$ cat src/rtl/fir_lp_pkg.sv
package fir_lp_pkg;
  localparam int TAPS   = 31;
  localparam int COEF_W = 10;
  localparam int MID    = (TAPS - 1) / 2;

  typedef logic signed [COEF_W-1:0] coef_t;

  // Half table; upper taps mirror around MID.
  function automatic coef_t coef_at(input int unsigned k);
    int unsigned d;
    d = (k > MID) ? (k - MID) : (MID - k);
    case (d)
      0:  coef_at = 10'sd128;
      1:  coef_at = 10'sd123;
      2:  coef_at = 10'sd110;
      3:  coef_at = 10'sd91;
      4:  coef_at = 10'sd69;
      5:  coef_at = 10'sd46;
      6:  coef_at = 10'sd26;
      7:  coef_at = 10'sd10;
      8:  coef_at = 10'sd0;
      9:  coef_at = -10'sd5;
      10: coef_at = -10'sd7;
      11: coef_at = -10'sd6;
      12: coef_at = -10'sd5;
      13: coef_at = -10'sd3;
      14: coef_at = -10'sd1;
      15: coef_at = -10'sd1;
      default: coef_at = '0;
    endcase
  endfunction
endpackage

$ cat src/rtl/fir_coef_rom.sv
module fir_coef_rom
  import fir_lp_pkg::*;
#(
  parameter int TAP_W = 5
) (
  input  logic [TAP_W-1:0] tap_i,
  output coef_t            coef_o
);
  always_comb coef_o = coef_at(32'(tap_i));
endmodule

$ cat src/rtl/fir_sample_ring.sv
module fir_sample_ring #(
  parameter int DATA_W = 8,
  parameter int ADDR_W = 5
) (
  input  logic                     clk_i,
  input  logic                     rst_ni,
  input  logic                     wr_en_i,
  input  logic signed [DATA_W-1:0] wr_data_i,
  input  logic [ADDR_W-1:0]        rd_lag_i,
  output logic signed [DATA_W-1:0] rd_data_o,
  output logic [ADDR_W-1:0]        wptr_o
);
  localparam int DEPTH = 2 ** ADDR_W;

  logic signed [DATA_W-1:0] mem_q [DEPTH];
  logic [ADDR_W-1:0]        wptr_q;
  logic [ADDR_W-1:0]        rd_addr;

  always_ff @(posedge clk_i or negedge rst_ni) begin
    if (!rst_ni) begin
      wptr_q <= '0;
      for (int i = 0; i < DEPTH; i++) mem_q[i] <= '0;
    end else if (wr_en_i) begin
      mem_q[wptr_q] <= wr_data_i;
      wptr_q        <= wptr_q + ADDR_W'(1);
    end
  end

  // newest sample sits one behind the write pointer
  assign rd_addr   = wptr_q - ADDR_W'(1) - rd_lag_i;
  assign rd_data_o = mem_q[rd_addr];
  assign wptr_o    = wptr_q;
endmodule

$ cat src/rtl/fir_mac_seq.sv
module fir_mac_seq #(
  parameter int DATA_W = 8,
  parameter int COEF_W = 10,
  parameter int TAPS   = 31,
  parameter int TAP_W  = 5,
  parameter int ACC_W  = 23
) (
  input  logic                     clk_i,
  input  logic                     rst_ni,
  input  logic                     start_i,
  input  logic signed [DATA_W-1:0] sample_i,
  input  logic signed [COEF_W-1:0] coef_i,
  output logic [TAP_W-1:0]         tap_o,
  output logic                     busy_o,
  output logic signed [ACC_W-1:0]  acc_o
);
  localparam int PROD_W = DATA_W + COEF_W;
  localparam logic [TAP_W-1:0] LAST = TAP_W'(TAPS - 1);

  logic signed [PROD_W-1:0] prod;
  logic signed [ACC_W-1:0]  prod_ext;
  logic signed [ACC_W-1:0]  acc_q;
  logic [TAP_W-1:0]         tap_q;
  logic                     busy_q;

  assign prod     = sample_i * coef_i;
  assign prod_ext = {{(ACC_W-PROD_W){prod[PROD_W-1]}}, prod};

  always_ff @(posedge clk_i or negedge rst_ni) begin
    if (!rst_ni) begin
      acc_q  <= '0;
      tap_q  <= '0;
      busy_q <= 1'b0;
    end else if (start_i) begin
      acc_q  <= '0;
      tap_q  <= '0;
      busy_q <= 1'b1;
    end else if (busy_q) begin
      acc_q <= acc_q + prod_ext;
      if (tap_q == LAST) busy_q <= 1'b0;
      else               tap_q  <= tap_q + TAP_W'(1);
    end
  end

  assign tap_o  = tap_q;
  assign busy_o = busy_q;
  assign acc_o  = acc_q;
endmodule

$ cat src/rtl/fir_lp_top.sv
module fir_lp_top
  import fir_lp_pkg::*;
#(
  parameter int DATA_W = 8,
  parameter int OUT_W  = 18
) (
  input  logic                    clk_i,
  input  logic                    rst_ni,
  input  logic                    strobe_i,
  input  logic signed [DATA_W-1:0] sample_i,
  output logic signed [OUT_W-1:0]  result_o
);
  localparam int ADDR_W = $clog2(TAPS + 1);
  localparam int ACC_W  = DATA_W + COEF_W + $clog2(TAPS);

  logic [ADDR_W-1:0]        tap;
  logic [ADDR_W-1:0]        wptr;
  logic                     busy;
  logic signed [DATA_W-1:0] hist_sample;
  coef_t                    coef;
  logic signed [ACC_W-1:0]  acc;
  logic signed [OUT_W-1:0]  result_q;
  logic                     unused_hi;

  fir_sample_ring #(.DATA_W(DATA_W), .ADDR_W(ADDR_W)) ring_i (
    .clk_i     (clk_i),
    .rst_ni    (rst_ni),
    .wr_en_i   (strobe_i),
    .wr_data_i (sample_i),
    .rd_lag_i  (tap),
    .rd_data_o (hist_sample),
    .wptr_o    (wptr)
  );

  fir_coef_rom #(.TAP_W(ADDR_W)) rom_i (
    .tap_i  (tap),
    .coef_o (coef)
  );

  fir_mac_seq #(
    .DATA_W (DATA_W),
    .COEF_W (COEF_W),
    .TAPS   (TAPS),
    .TAP_W  (ADDR_W),
    .ACC_W  (ACC_W)
  ) mac_i (
    .clk_i    (clk_i),
    .rst_ni   (rst_ni),
    .start_i  (strobe_i),
    .sample_i (hist_sample),
    .coef_i   (coef),
    .tap_o    (tap),
    .busy_o   (busy),
    .acc_o    (acc)
  );

  // publish the finished sum of the previous sample on each strobe
  always_ff @(posedge clk_i or negedge rst_ni) begin
    if (!rst_ni)       result_q <= '0;
    else if (strobe_i) result_q <= acc[OUT_W-1:0];
  end

  assign unused_hi = ^acc[ACC_W-1:OUT_W];
  assign result_o  = result_q;
endmodule

$ cat config.mk
export PLATFORM = sky130hd
export DESIGN_NAME = fir_lp_top
export DESIGN_NICKNAME = d
export VERILOG_FILES = /design/src/rtl/fir_lp_pkg.sv /design/src/rtl/fir_coef_rom.sv /design/src/rtl/fir_sample_ring.sv /design/src/rtl/fir_mac_seq.sv /design/src/rtl/fir_lp_top.sv
export SDC_FILE = /design/constraint.sdc
export NUM_CORES = 1
export LEC_CHECK = 0
export BUFFER_PORTS_ARGS = -buffer_cell sky130_fd_sc_hd__buf_2
export CAP_MARGIN = 20
export CORE_UTILIZATION = 30
export DETAILED_ROUTE_END_ITERATION = 8
export REMOVE_ABC_BUFFERS = 1
export SETUP_SLACK_MARGIN = 0.3
export SLEW_MARGIN = 20
export SYNTH_ARGS = -nofsm -noshare
export SYNTH_HDL_FRONTEND = slang
export SYNTH_SLANG_ARGS = --single-unit
$ cat constraint.sdc
create_clock -name clk_i -period 20.4 [get_ports clk_i]
set_clock_uncertainty 0.2 [all_clocks]
set_input_delay 2.04 -clock clk_i [delete_from_list [all_inputs] [get_ports clk_i]]
set_output_delay 2.04 -clock clk_i [all_outputs]
set_load 0.1 [all_outputs]
==> flow_summary.json, run 1 <==
{
  "holdWs_ns": 0.298,
  "drt_first_pass_iters": 4,
  "wl_per_cell_um": 19.2,
  "required_ns": 20.63,
  "dp.final_hpwl_mm": 26.8,
  "nFillCells": 5730,
  "hp-start": "ring_i.mem_q[236]",
  "clock-sinks": 303,
  "die_x_um": 244,
  "cts_root_buf": "clkbuf_16",
  "via_per_inst": 4.91,
  "nets": 1458,
  "fin_util": 0.340,
  "coreArea_um2": 57900,
  "die-area_um2": 59700,
  "rsz0062_at_grt": "no",
  "start_util": 0.304,
  "rows": 88,
  "netlist_area_um2": 17600,
  "n_antenna_cell": 0,
  "yosys_warnings": 0,
  "grt_pass1_vias": 11287,
  "status": "completed",
  "clock_latency_ns": 0.56,
  "synth_area_leader_cell": "dfrtp_1",
  "r2r_cells": 21,
  "cts_resized": 0,
  "layout-drive-gt1-share": 0.339,
  "ys_ff_latch": 303,
  "grt_pass1_wl_mm": 65.9,
  "wl_mm": 40.2,
  "ff2ff_setup_slack_ns": 12.06,
  "clockBufferDepth": 3,
  "hold_depth": 1,
  "synth_edf_count": 0,
  "seqCellArea_um2": 7580,
  "synth_commonest_cells": "303 x dfrtp_1, 275 x mux2_2, 108 x inv_1",
  "period_share": 0.409,
  "portBuffers": 28,
  "multi_input_area_um2": 9370,
  "critPathCaptureType": "register",
  "fin_crit_ns": 8.34,
  "seq_area_frac_synth": 0.430,
  "place_congestion": 0.854,
  "num_io_pins": 29,
  "grt_overflow": 0,
  "via_count": 10280,
  "fp.dieH_um": 244,
  "hold-path-endpoint": "ring_i.mem_q[236]",
  "synth_most_common_cell": "dfrtp_1",
  "critPathMaxFanout": 42,
  "tns_ns": 0,
  "area_growth_pct": 11.9,
  "grt_use_total": 0.142,
  "grt_start_max_net_pins": 90,
  "arrival_ns": 8.56,
  "hold_viol_final": 0,
  "path_class": "register to register",
  "cts_tree": "built",
  "antenna_found_initial": 1,
  "hold_path_class": "register to register",
  "cap_violations": 0,
  "drtIter0Drc": 476,
  "yosys-top-cells-area": "dfrtp_1 43%, mux2_2 18%, fa_1 9.7%",
  "slew_headroom": 0.232,
  "r2r-start": "mac_i.tap_o[0]",
  "r2r_end": "mac_i.acc_o[14]",
  "clock.fmax_ghz": 0.120,
  "slew_viol_final": 0,
  "synthCells": 1293,
  "ys_types": 54,
  "htreeDepth": 2,
  "clkSlewWorstSetupHoldPaths_ns": 0.06,
  "drc_errors": 0,
  "numCtsBuffers": 35,
  "postCtsHoldBufs": 0,
  "synth_top_area_share": 0.430,
  "startpoint_type": "register",
  "synth-main-ff-cell": "dfrtp_1",
  "ant_nets": 0,
  "synth_area_per_cell_um2": 13.6,
  "post_cts_buffers": 0,
  "worst_slew_pin_slew_ns": 1.15,
  "async_flop_share": 1.00,
  "setup_viol": 0
}
worst max path at each step:
stage	depth (start not counted)	slack (ns)	from	to
floorplan	20	11.60	mac_i.tap_o[0]	mac_i.acc_o[16]
global placement	21	12.13	mac_i.tap_o[0]	mac_i.acc_o[14]
CTS	21	11.97	mac_i.tap_o[0]	mac_i.acc_o[14]
global route	21	11.55	mac_i.tap_o[0]	mac_i.acc_o[14]
detailed placement	21	11.94	mac_i.tap_o[0]	mac_i.acc_o[14]
finish	21	12.06	mac_i.tap_o[0]	mac_i.acc_o[14]
state kept, by name, summed over array words and instances (netlist names):
register and count:
mac_i.acc_o 18, mac_i.busy_o 1, mac_i.tap_o 5, result_o 18
ring_i.mem_q 256, ring_i.wptr_o 5
routing by layer:
metal | part of all wire | global-route usage
met1 | 0.45 | 0.186
met5 | 0.00020 | 0
met3 | 0.037 | 0.0257
met2 | 0.50 | 0.241
met4 | 0.019 | 0.0379
final cells by class:
type,count,share of cell area
multi-input combinational,819,0.476
sequential,303,0.385
clock buffer,52,0.0523
tap,765,0.0486
inverter,108,0.0206
timing repair buffer,40,0.0124
clock inverter,7,0.00590
cells in the final DEF, fill, tap and decap left out, drive strengths merged, types with 2 or more instances in the layout:
| cell | Yosys | layout |
|---|---|---|
| mux4 | 80 | 80 |
| and3 | 3 | 3 |
| mux2i | 16 | 16 |
| nand3 | 17 | 17 |
| a211oi | 6 | 6 |
| a2111oi | 3 | 3 |
| nor2 | 89 | 89 |
| a31oi | 6 | 6 |
| or2 | 2 | 2 |
| o22a | 2 | 2 |
| o21bai | 2 | 2 |
| nand2b | 22 | 22 |
| clkbuf | 46 | 52 |
| xnor2 | 23 | 23 |
| nand2 | 35 | 35 |
| nand4 | 8 | 8 |
| nor3b | 2 | 2 |
| nor2b | 5 | 5 |
| inv | 108 | 108 |
| and2 | 2 | 2 |
| dfrtp | 303 | 303 |
| mux2 | 277 | 277 |
| ha | 55 | 55 |
| nor3 | 12 | 12 |
| o22ai | 3 | 3 |
| clkinv | 0 | 5 |
| nand3b | 6 | 6 |
| buf | 17 | 40 |
| xor2 | 2 | 2 |
| o21a | 6 | 6 |
| o211ai | 3 | 3 |
| fa | 85 | 85 |
| a21oi | 18 | 18 |
| o21ai | 12 | 12 |
| a21o | 6 | 6 |
| o311ai | 2 | 2 |
stage by stage:
step                instance area, µm²  std cells  setup WS, ns
global placement                 18600       2035         12.13
finish                           19700       2094         12.06
floorplan                        17300       1230         11.60
global route                     19700       2094         11.55
detailed placement               18600       2035         11.94
CTS                              19700       2094         11.97
kinds of logic (layout without fill, tap and decap cells):
logic type | after synthesis | in the layout | share of synthesized area
adder cells (fa/ha/maj) | 140 | 140 | 0.136
multiplexers | 373 | 373 | 0.297
XOR/XNOR | 25 | 25 | 0.0139
flip-flops | 303 | 303 | 0.430
AO/OA/AOI/OAI | 77 | 77 | 0.0292
buffers and inverters | 171 | 207 | 0.0398
AND/OR/NAND/NOR | 204 | 204 | 0.0542
worst max-delay path, stage by stage, from the launching register on:
cell       delay, ns
dfrtp_1         0.45
inv_1           0.18
ha_4            0.61
buf_4           0.74
mux4_2          0.62
mux4_2          0.54
mux2i_4         0.32
nand2b_1        0.19
fa_1            0.46
fa_1            0.54
inv_1           0.05
fa_1            0.50
fa_1            0.54
inv_1           0.05
fa_1            0.53
inv_1           0.04
ha_1            0.31
o21a_1          0.12
o21a_1          0.21
o41ai_1         0.56
a2111oi_0       0.21
nand3b_1        0.20
Power of run 1 is not shown: default switching activity piles up to over one toggle a cycle in this logic, so the estimate is an artifact.
==> inputs of run 2 (changes only) <==
==> constraint.sdc (replaced) <==
create_clock -name clk_i -period 8.3 [get_ports clk_i]
set_clock_uncertainty 0.2 [all_clocks]
set_input_delay 0.83 -clock clk_i [delete_from_list [all_inputs] [get_ports clk_i]]
set_output_delay 0.83 -clock clk_i [all_outputs]
set_load 0.1 [all_outputs]
==> flow_summary.json, run 2 (same netlist as run 1, synthesis figures left out) <==
{
  "slew_headroom": 0.243,
  "grt_use_total": 0.141,
  "wl_mm": 40.6,
  "rows": 88,
  "grt_overflow": 0,
  "dp.final_hpwl_mm": 28.0,
  "die_x_um": 244,
  "path_class": "register to register",
  "nets": 1472,
  "via_count": 10384,
  "required_ns": 8.51,
  "fin_ws_ns": 0.583,
  "clock_latency_ns": 0.55,
  "critPathCaptureType": "register",
  "wl_met2_mm": 19.5,
  "cp-startpoint": "mac_i.tap_o[0]",
  "area_growth_pct": 12.5,
  "cts_root_buf": "clkbuf_16",
  "r2r_cells": 22,
  "worst_slew_pin_slew_ns": 1.13,
  "wl_met3_mm": 1.61,
  "final_cell_area_um2": 19800,
  "drc_errors": 0,
  "top_layer": "met4",
  "die-area_um2": 59700,
  "grt_pass1_wl_mm": 65.7,
  "final_cell_mix": "303 x dfrtp_1, 275 x mux2_2, 108 x inv_1",
  "hold_path_class": "input pin to asynchronous set/reset pin",
  "clock-sinks": 303,
  "num_io_pins": 29,
  "antenna_found_initial": 0,
  "nFillCells": 5669,
  "ant_nets": 0,
  "r2r-start": "mac_i.tap_o[0]",
  "clock.fmax_ghz": 0.130,
  "wl_per_cell_um": 19.3,
  "portBuffers": 28,
  "rsz0062_at_grt": "no",
  "cap_violations": 0,
  "hold_viol_final": 0,
  "wl_met1_mm": 18.6,
  "numCtsBuffers": 36,
  "cts_tree": "built",
  "n_antenna_cell": 0,
  "clkSlewWorstSetupHoldPaths_ns": 0.07,
  "coreArea_um2": 57900,
  "grt_start_max_net_pins": 91,
  "startpoint_type": "register",
  "place_area_um2": 18700,
  "fin_crit_ns": 7.72,
  "dp_cells": 2043,
  "slew_viol_final": 0,
  "status": "completed",
  "fp.dieH_um": 244,
  "layout-drive-gt1-share": 0.346,
  "setup_viol": 0,
  "htreeDepth": 2,
  "mostFrequentLayoutCell": "dfrtp_1",
  "arrival_ns": 7.93,
  "multi_input_area_um2": 9390,
  "pre_cts_slack_ns": 0.514,
  "drtIter0Drc": 509,
  "drt_first_pass_iters": 5,
  "critPathMaxFanout": 64,
  "fin_cells": 2109,
  "seqCellArea_um2": 7580,
  "via_per_inst": 4.92,
  "period_share": 0.930,
  "place_congestion": 0.812,
  "start_util": 0.304,
  "largest_register": "ring_i.mem_q",
  "largest_reg_flops": 256,
  "clockBufferDepth": 3,
  "grt_pass1_vias": 11269
}
[run 2: cell count changes in the layout (fill, tap and decap cells not counted), sizes merged]
cell / change
clkbuf: +1
inv: +1
clkinvlp: +1
buf: +13
bufinv: -1
[run 2: worst paths after layout]
kind                                     end  slack (ns)
setup reg to reg             mac_i.acc_o[12]        0.58
hold / removal                   result_o[2]       0.006
hold reg to reg            ring_i.mem_q[119]        0.30
setup / recovery             mac_i.acc_o[12]        0.58
min in group clk_i         ring_i.mem_q[119]        0.30
max in group asynchronous  ring_i.mem_q[123]        6.13
[run 2: critical path, stage by stage (launching register included)]
cell,delay (ns)
dfrtp_1,0.46
inv_1,0.20
ha_4,0.21
fa_2,0.55
buf_12,0.30
mux4_2,0.41
mux4_2,0.55
mux2i_4,0.23
or2_1,0.15
fa_1,0.47
fa_1,0.56
inv_1,0.06
fa_1,0.50
fa_1,0.55
inv_1,0.06
fa_1,0.52
inv_1,0.04
ha_1,0.31
o21a_1,0.13
o21a_1,0.23
o311ai_0,0.44
a2111oi_0,0.18
nand3b_1,0.18
[run 2: layout make-up]
cell class,count,area share
Clock buffer,53,0.0527
Clock inverter,8,0.00322
Inverter,108,0.0204
Multi-Input combinational cell,819,0.473
Sequential cell,303,0.382
Tap cell,765,0.0483
Timing Repair Buffer,53,0.0197
[run 2: layer usage]
metal / up-vias / GRT usage
met5: - / 0
met1: 5510 / 0.190
met3: 53 / 0.0259
met2: 192 / 0.232
li1: 4629 / -
met4: 0 / 0.0401
[run 2: repair_timing]
| item | in CTS | in global routing |
|---|---|---|
| setup buffers | 0 | 5 |
| setup endpoints to repair | 0 | 6 |
| hold buffers | 0 | 0 |
| gates resized for setup | 0 | 4 |
[run 2: through the flow]
stage                util  setup TNS [ns]  hold WS (ns)
global placement    0.322               0         0.278
global route        0.342               0        0.0304
detailed placement  0.322               0         0.284
finish              0.342               0       0.00632
CTS                 0.341               0        0.0127
floorplan               -           -2.52         0.270
Power of run 2 is left out for the same reason.
==> inputs of run 3 (changes only) <==
--- a/config.mk
+++ b/config.mk
@@ -7,8 +7,9 @@
 export LEC_CHECK = 0
 export BUFFER_PORTS_ARGS = -buffer_cell sky130_fd_sc_hd__buf_2
 export CAP_MARGIN = 20
-export CORE_UTILIZATION = 30
+export CORE_UTILIZATION = 55
 export DETAILED_ROUTE_END_ITERATION = 8
+export PLACE_DENSITY = 0.71
 export REMOVE_ABC_BUFFERS = 1
 export SETUP_SLACK_MARGIN = 0.3
 export SLEW_MARGIN = 20
==> flow_summary.json, run 3 (same netlist as run 1, synthesis figures left out) <==
{
  "status": "completed",
  "drt_first_pass_iters": 5,
  "cts_root_buf": "clkbuf_16",
  "cap_violations": 0,
  "largest_register": "ring_i.mem_q",
  "cp-startpoint": "mac_i.tap_o[0]",
  "setup_viol": 0,
  "cts_tree": "built",
  "drtIter0Drc": 692,
  "grt_pass1_wl_mm": 62.0,
  "critPathMaxFanout": 32,
  "critPathCapture": "mac_i.acc_o[15]",
  "critPathCaptureType": "register",
  "via_per_inst": 5.95,
  "r2r-start": "mac_i.tap_o[0]",
  "wl_mm": 38.1,
  "ant_nets": 0,
  "fp.dieH_um": 181,
  "grt_use_total": 0.245,
  "fin_util": 0.616,
  "mostFrequentLayoutCell": "dfrtp_1",
  "rsz0062_at_grt": "no",
  "via_count": 10385,
  "slew_viol_final": 0,
  "ff2ff_setup_slack_ns": 0.66,
  "layout-drive-gt1-share": 0.345,
  "grt_pass1_vias": 10983,
  "r2r_end": "mac_i.acc_o[15]",
  "period_share": 0.921,
  "rows": 65,
  "clockBufferDepth": 3,
  "dp.final_hpwl_mm": 25.6,
  "area_growth_pct": 10.3,
  "clock_latency_ns": 0.52,
  "slew_headroom": 0.269,
  "largest_reg_flops": 256,
  "path_class": "register to register",
  "clkSlewWorstSetupHoldPaths_ns": 0.06,
  "drc_errors": 0,
  "coreArea_um2": 31600,
  "r2r_cells": 22,
  "startpoint_type": "register",
  "worst_slew_pin_slew_ns": 1.09,
  "htreeDepth": 2,
  "portBuffers": 28,
  "fin_crit_ns": 7.64,
  "die_x_um": 181,
  "final_cell_mix": "303 x dfrtp_1, 275 x mux2_2, 108 x inv_1",
  "wl_per_cell_um": 21.8,
  "hold_viol_final": 0,
  "n_antenna_cell": 0,
  "num_io_pins": 29,
  "grt_start_max_net_pins": 193,
  "die-area_um2": 32800,
  "nets": 1469,
  "antenna_found_initial": 0,
  "clock.fmax_ghz": 0.131,
  "start_util": 0.558,
  "place_congestion": 0.910,
  "arrival_ns": 7.86,
  "clock-sinks": 303,
  "numCtsBuffers": 35,
  "grt_overflow": 0,
  "hold_path_class": "input pin to asynchronous set/reset pin",
  "required_ns": 8.52
}
[run 3: cell count changes in the layout (fill, tap and decap cells not counted), sizes merged]
| cell | before | now |
|---|---|---|
| clkbuf | 53 | 55 |
| clkinvlp | 2 | 0 |
| bufinv | 0 | 1 |
| buf | 53 | 51 |
[run 3: worst max-delay path: stages, from the launching register on]
cell and delay (ns):
dfrtp_1 0.45, inv_1 0.19, ha_4 0.21, fa_2 0.59, buf_12 0.23, mux4_1 0.37, mux4_2 0.54, mux2_4 0.35
and2_1 0.39, fa_1 0.58, inv_1 0.05, fa_1 0.50, inv_1 0.05, fa_1 0.46, fa_1 0.44, ha_1 0.29
ha_1 0.36, a21oi_1 0.26, o21bai_1 0.10, a31oi_1 0.37, o21ai_0 0.18, xnor2_1 0.15, o21ai_0 0.19
[run 3: final cells by class]
type	instances	area (µm²)
multi-input combinational	819	9380
clock buffer	55	1070
tap	402	503
clock inverter	7	88.8
timing repair buffer	51	405
inverter	108	405
fill	2452	12100
sequential	303	7580
[run 3: per-layer routing]
metal / wire length (µm) / up-vias / track usage
met5: 0 / - / 0
met4: 657 / 0 / 0.0583
met3: 1780 / 49 / 0.0435
met2: 18700 / 228 / 0.401
met1: 16900 / 5484 / 0.343
li1: - / 4624 / -
[run 3: worst min path at each step]
stage                     slack (ns)                end         startpoint
final                           0.18     mac_i.acc_o[4]             rst_ni
after floorplan                 0.27  ring_i.mem_q[180]  ring_i.mem_q[180]
after global routing            0.26     mac_i.acc_o[4]             rst_ni
after detailed placement        0.29   ring_i.mem_q[81]   ring_i.mem_q[81]
after global placement          0.28  ring_i.mem_q[216]  ring_i.mem_q[216]
after CTS                       0.22     mac_i.acc_o[4]             rst_ni
[run 3: per-stage QoR]
step                      hold WS, ns  setup TNS, ns  setup slack, ns  cell area, µm²  std cells
after floorplan                 0.270          -2.52           -0.499           17300       1230
after global placement          0.279              0            0.696           18200       1675
after detailed placement        0.287              0            0.543           18200       1675
after CTS                       0.217              0            0.504           19300       1737
after global routing            0.261              0            0.346           19400       1745
final                           0.179              0            0.656           19400       1745
[run 3: repair_timing]
| action | CTS | global route |
|---|---|---|
| endpoints found under the setup margin | 0 | 4 |
| setup buffers | 0 | 7 |
| gates resized for setup | 0 | 2 |
| hold buffers | 0 | 0 |
Power of run 3 is left out for the same reason.
